<file path="src/rtl/dual_adc_reader.sv">
module dual_adc_reader #(
  parameter int DIV_W = 8,
  parameter int RES_W = 12,
  parameter int LEAD  = 2,
  parameter int TRAIL = 2
) (
  input  logic             clk,
  input  logic             rst_n,
  input  logic             start,
  input  logic [1:0]       mode,
  input  logic [DIV_W-1:0] half_div,
  input  logic             sdata_a,
  input  logic             sdata_b,
  output logic             cs_n,
  output logic             sclk,
  output logic             done,
  output logic [RES_W-1:0] res_a,
  output logic [RES_W-1:0] res_b
);
  localparam int F_SHORT = LEAD + RES_W;
  localparam int F_MID   = F_SHORT + TRAIL;
  localparam int F_LONG  = 2 * F_MID;
  localparam int CNT_W   = $clog2(F_LONG + 1);

  logic [1:0]       md;
  logic [DIV_W-1:0] hd, divcnt;
  logic [CNT_W-1:0] fcnt, nxt, flen;
  logic [RES_W-1:0] ra, rb;
  logic             tick, win_a, win_b2, take_b, bit_b;

  assign flen   = md[1] ? CNT_W'(F_LONG) : (md[0] ? CNT_W'(F_MID) : CNT_W'(F_SHORT));
  assign tick   = (divcnt == hd);
  assign nxt    = fcnt + 1'b1;
  assign win_a  = (nxt >= CNT_W'(LEAD + 1)) && (nxt <= CNT_W'(LEAD + RES_W));
  assign win_b2 = (nxt >= CNT_W'(F_MID + 1)) && (nxt <= CNT_W'(F_MID + RES_W));
  assign take_b = md[1] ? win_b2 : win_a;
  assign bit_b  = md[1] ? sdata_a : sdata_b;

  always_ff @(posedge clk or negedge rst_n) begin
    if (!rst_n) begin
      cs_n   <= 1'b1;
      sclk   <= 1'b1;
      done   <= 1'b0;
      md     <= '0;
      hd     <= '0;
      divcnt <= '0;
      fcnt   <= '0;
      ra     <= '0;
      rb     <= '0;
      res_a  <= '0;
      res_b  <= '0;
    end else begin
      done <= 1'b0;
      if (cs_n) begin
        if (start) begin
          cs_n   <= 1'b0;
          md     <= mode;
          hd     <= half_div;
          divcnt <= '0;
          fcnt   <= '0;
        end
      end else if (!tick) begin
        divcnt <= divcnt + 1'b1;
      end else begin
        divcnt <= '0;
        if (sclk) begin
          sclk <= 1'b0;
          fcnt <= nxt;
          if (win_a)  ra <= {ra[RES_W-2:0], sdata_a};
          if (take_b) rb <= {rb[RES_W-2:0], bit_b};
        end else begin
          sclk <= 1'b1;
          if (fcnt == flen) begin
            cs_n  <= 1'b1;
            done  <= 1'b1;
            res_a <= ra;
            res_b <= rb;
          end
        end
      end
    end
  end
endmodule

</file>
<file path="config.mk">
export PLATFORM = sky130hd
export DESIGN_NAME = dual_adc_reader
export DESIGN_NICKNAME = d
export VERILOG_FILES = /design/src/rtl/dual_adc_reader.sv
export SDC_FILE = /design/constraint.sdc
export NUM_CORES = 1
export LEC_CHECK = 0
export BUFFER_PORTS_ARGS = -buffer_cell sky130_fd_sc_hd__buf_4
export CAP_MARGIN = 20
export CELL_PAD_IN_SITES_DETAIL_PLACEMENT = 0
export CELL_PAD_IN_SITES_GLOBAL_PLACEMENT = 2
export CORE_MARGIN = 2
export CORE_UTILIZATION = 35
export CTS_CLUSTER_SIZE = 25
export DETAILED_ROUTE_END_ITERATION = 10
export PLACE_DENSITY = 0.76
export SETUP_SLACK_MARGIN = 0.02
export SYNTH_ARGS = -nofsm -noshare
export SYNTH_HDL_FRONTEND = slang
export SYNTH_SLANG_ARGS = --single-unit
</file>
<file path="constraint.sdc">
create_clock -name clk -period 3.1 [get_ports clk]
set_input_delay 0.31 -clock clk [delete_from_list [all_inputs] [get_ports clk]]
set_output_delay 0.31 -clock clk [all_outputs]
set_load 0.05 [all_outputs]
</file>
## Word level (Yosys, flattened, before mapping)

Cells that the tools add are included.

- Add/subtract/negate cells: 2
- Magnitude comparators: 4
- Equal/unequal tests: 3
- Mux-type cells: 18
- Bitwise gates (word level): 2
- Reductions and logical operators: 10

Operators by type and width:

| kind | count |
|---|---|
| $mux W6 | 5 |
| $mux W8 | 3 |
| $reduce_and A4 Y1 | 3 |
| $mux W1 | 9 |
| $add A8 B1 Y8 const B | 1 |
| $eq A8 B8 Y1 | 1 |
| $add A6 B1 Y6 const B | 1 |
| $eq A6 B6 Y1 | 1 |
| $ge A6 B2 Y1 const B | 1 |
| $ge A6 B5 Y1 const B | 1 |
| $le A6 B4 Y1 const B | 1 |
| $le A6 B5 Y1 const B | 1 |
| $mux W5 | 1 |
| $reduce_and A2 Y1 | 2 |
| $reduce_bool A2 Y1 | 2 |
| $reduce_and A3 Y1 | 1 |
| $logic_and A1 B1 Y1 | 2 |
| $ne A2 B2 Y1 const B | 1 |
| $not A1 Y1 | 2 |

- Flip-flop bits (word level): 75
- Input bits: 15
- Output and inout bits: 27
- Logic and storage cells: 50

## Depth between registers and ports, before layout

- Depth in word-level cells: 7
- Gate-level depth with buffers: 9
- Gate-level depth less buffers: 7

## Worst setup path before layout

No wires, ideal clock.

- Kind: register to register
- Start: reg fcnt[0]
- End: reg rb[10]
- Setup time: 0.125 ns
- Data arrival time: 2.243 ns
- Data required time: 2.975 ns
- Setup slack: 0.732 ns
- Cell stages (with the launch flop): 9
- Path buffers: 2
- Period minus slack after synthesis: 2.368 ns
- Cells stage by stage: dfrtp_1 -> ha_1 -> buf_2 -> or3_1 -> a21oi_1 -> nor4b_1 -> o2111ai_1 -> buf_2 -> mux2_2

- Longest elaborated chain between the ends: 5
- Elaborated cells on any way between the ends: 9
- Classes of those cells: add/sub: 1; order compare: 4; mux: 1; reduce/logical: 3

Ends and longest elaborated chain:

| item | line | RTL |
|---|---|---|
| start, declared | 27 | `logic [CNT_W-1:0] fcnt, nxt, flen;` |
| start signal, assigned | 68 | `fcnt <= nxt;` |
| $add A6 B1 Y6 * | 33 | `assign nxt = fcnt + 1'b1;` |
| $ge A6 B2 Y1 (tied with other cells) | 34 | `assign win_a = (nxt >= CNT_W'(LEAD + 1)) && (nxt <= CNT_W'(LEAD + RES_W));` |
| $logic_and A1 B1 Y1 (on tied branches) | 34, 35 |  |
| $mux W1 * | 36 | `assign take_b = md[1] ? win_b2 : win_a;` |
| $reduce_and A4 Y1 (no line) * | -- |  |
| end signal, assigned | 70 | `if (take_b) rb <= {rb[RES_W-2:0], bit_b};` |
| end, declared | 28 | `logic [RES_W-1:0] ra, rb;` |

Every way passes the cells marked *; elsewhere a longest branch is shown, timed or not.
A chain may end at the register's enable or synchronous reset.

## Final worst setup path

- Start: reg fcnt[1]
- End: reg rb[6]

Same word-level chain as after synthesis.

==> PnR_summary.wiki <==
{| class="wikitable"
! Metric !! Value
|-
| Classification of the worst-slack hold path || in2async
|-
| Critical Path Start Type || flip-flop
|-
| Worst-skew pair later-pin latency || about 350 ps
|-
| Detailed router's first-iteration violation count || 66
|-
| Number of gates given a new drive strength after cts || 0
|-
| Number of register bits inferred by synthesis || 75
|-
| Worst setup path start || fcnt[1]$_DFFE_PN0P_
|-
| Run status || complete, no violations
|-
| Avg Cell Area, Syn || 12.9 µm²
|-
| Post-synth EDFFs || 0
|-
| Yosys warnings || 0
|-
| Total area of multi-input combinational cells || around 1400 µm²
|-
| Start of the worst register-to-register path || fcnt[1]$_DFFE_PN0P_
|-
| CTS tree || done
|-
| Nets in the synthesized netlist || 282
|-
| Kind of critical path || reg2reg
|-
| Clk sink count || 75
|-
| Vias per Instance || slightly below 5
|-
| Routability Congestion || about 0.76
|-
| Reported max-cap violation count || 0
|-
| Crit path max fanout || 12
|-
| Post-detailed-route count of antenna-violating nets || 0
|-
| Number of placement rows || 35
|-
| Post-placement setup slack || about 630 ps
|-
| Seq/Total Area, Yosys || 55.8%
|-
| Diode insertion count for antenna repair || 0
|-
| Number of CTS-inserted buffers || 9
|-
| Tcrit/Tclk final || approximately four fifths
|-
| Fraction of layout cells with a size suffix above 1 || 40.2%
|-
| Slew at the pin with the worst max-slew slack || 954 ps
|-
| Slowest Stage Delay on Critical Path || 490 ps
|-
| Setup bufs post-CTS || 0
|-
| Routed len/inst || 14.0 µm
|-
| DRC violations left || 0
|-
| Relative max-transition margin || 36.4%
|-
| Number of global-route vias before repair || roughly 2100
|-
| Hold violation total from the final report || 0
|-
| Starting density of the core || 36.3%
|-
| Global-route wire length before repair || between 10000 and 15000 µm
|-
| Number of primary I/O pins || 42
|-
| Setup-violating endpoint count in the final report || 0
|-
| Total wire length after detailed routing || 6180 µm
|-
| IR drop worst, VDD || 0.282 mV
|-
| Root buffer selected by CTS || sky130_fd_sc_hd__clkbuf_8
|-
| Leakage power total || 1.96 nW
|-
| Number of nets in the layout || 326
|-
| Die ar. || 10400 µm²
|-
| Maximum operating frequency || 398 MHz
|-
| Maximum number of pins on one net before global-route repair || 76
|-
| Buffer depth of the longest clock path || 2
|-
| HPWL after detailed placement || 4180 µm
|-
| Power density over the cells || 457 nW/µm²
|-
| CTS Hold Buffers Added || 0
|-
| Gate power share || 2.7%
|-
| Category of the worst setup path capture point || flip-flop
|-
| First-pass detailed-route iteration total || 4
|-
| Layout overhead on the synthesized area || 19.2%
|-
| Internal power consumption || 1.42 mW
|-
| Flip-flop and latch area || approximately 1900 µm²
|-
| CP arrival || 2750 ps
|-
| Chain of cells forming the critical path || inv_1 > ha_1 > nor4bb_1 > mux2i_1 > nor4b_1 > o2111ai_1 > buf_4 > mux2_2
|-
| Post-synthesis async set-or-reset flop share || between 90% and 100%
|-
| Delay-heaviest family, CP || multiplexers
|-
| Overall die height || 102 µm
|-
| PnR worst setup slack || slightly below 600 ps
|-
| Final clock skew || 17.8 ps
|-
| Depth of the CTS H-tree || 3
|-
| Tmin final || 2510 ps
|-
| Clock transition at the registers of the reported paths || 90 ps
|-
| Flip-flop cell with the highest count after synthesis || sky130_fd_sc_hd__dfrtp_1
|-
| Post-Syn Area || 3370 µm²
|-
| Distinct cells, synth || 39
|-
| Seq pwr share || 54.6%
|-
| Grt ovf || 0
|-
| Overall via count from detail_route || roughly 2200
|-
| CP max stage cell || sky130_fd_sc_hd__dfrtp_1
|-
| Clock network fraction of design power || approximately 43%
|-
| Number of input and output port buffers inserted || 41
|-
| Setup repair after global routing missed its margin || no
|-
| Core outline area || 9280 µm²
|-
| Pins Over Slew Limit || 0
|-
| Number of antenna violations at the first check in global routing || 0
|-
| Switching power || 414 µW
|-
| Total negative slack || 0 ps
|-
| Cell count after synthesis || approximately 260
|-
| Required time of the critical path || between 3000 and 4000 ps
|-
| Global-route usage over all layers || 12.9%
|-
| Switching share of total power || 22.6%
|-
| Die width || 102 µm
|-
| Filler cells || 883
|-
| Buffers and inverters on the worst path || 2
|}
[flip-flops by register name, summed over array words and instances, names as in the netlist]
| signal | cells |
|---|---|
| done | 1 |
| ra | 12 |
| res_a | 12 |
| md | 2 |
| rb | 12 |
| divcnt | 8 |
| hd | 8 |
| cs_n | 1 |
| sclk | 1 |
| res_b | 12 |
| fcnt | 6 |
[Yosys cell counts (all sizes together), types with 6 or more instances]
cell type   n  share of area (%)
mux2       59                 21
nand2      12                1.3
o21ai      17                2.5
nor2       12                1.3
dfrtp      73                 54
nand3       6               0.89
buf         7                1.2
xnor2      10                2.6
[power by group through the flow]
stage | clock network (mW) | registers, mW | logic [mW]
finish | 0.782 | 1.00 | 0.0491
global route | 0.853 | 1.00 | 0.0558
CTS | 0.809 | 1.00 | 0.0515
detailed placement | 0 | 1.02 | 0.0515
global placement | 0 | 1.02 | 0.0504
floorplan | 0 | 1.02 | 0.0162
[kinds of logic after synthesis]
kind of cell	after synthesis	synth area share, %
flops	75	55.8
mux	60	21.1
simple gates	56	8.84
compound gates	36	6.61
buf+inv	17	2.34
xor+xnor	13	3.38
fa+ha+maj	5	1.86
[final cells by class]
cell class / count / share of cell area, %
sequential: 75 / 46.8
clock buffer: 10 / 3.43
multi-input combinational: 170 / 35.1
clock inverter: 6 / 1.75
timing repair buffer: 45 / 8.42
tap: 129 / 4.02
inverter: 5 / 0.468
[metrics by stage]
step	power [mW]	instance area, µm²	hold slack (ps)	utilization [%]	std cells
after floorplan	1.03	3370	14.4	-	262
after global placement	1.07	3810	491	41.0	424
after detailed placement	1.07	3810	497	41.0	424
after CTS	1.86	4010	145	43.2	440
after global routing	1.91	4010	164	43.2	440
final	1.83	4010	97.9	43.2	440
[final timing paths]
kind / slack [ps] / end / depth (start not counted)
worst max-delay path: 590 / rb[6]$_DFFE_PN0P_ / 8
worst min-delay path: 100 / fcnt[0]$_DFFE_PN0P_ / 1
worst max register to register: 590 / rb[6]$_DFFE_PN0P_ / 8
worst min register to register: 510 / res_a[9]$_DFFE_PN0P_ / 1
max in group asynchronous: 2370 / fcnt[1]$_DFFE_PN0P_ / 1
min in group clk: 180 / hd[1]$_DFFE_PN0P_ / 2
[placed cells by master (no fill, tap or decap), drive strengths merged, types with 6 or more instances in the layout]
master,instances
buf,45
xnor2,10
nand2,12
o21ai,17
nand3,6
clkbuf,10
mux2,59
dfrtp,73
nor2,12
inv,8
[layer usage]
| layer | wire length (µm) | share of wire [%] | GRT usage [%] |
|---|---|---|---|
| met1 | 2880 | 47 | 17.0 |
| met3 | 214 | 3.5 | 3.90 |
| met2 | 3010 | 49 | 20.3 |
| met4 | 72 | 1.2 | 4.82 |
| met5 | 0 | 0 | 0 |
Note: power is estimated with default switching activity, not from simulation.
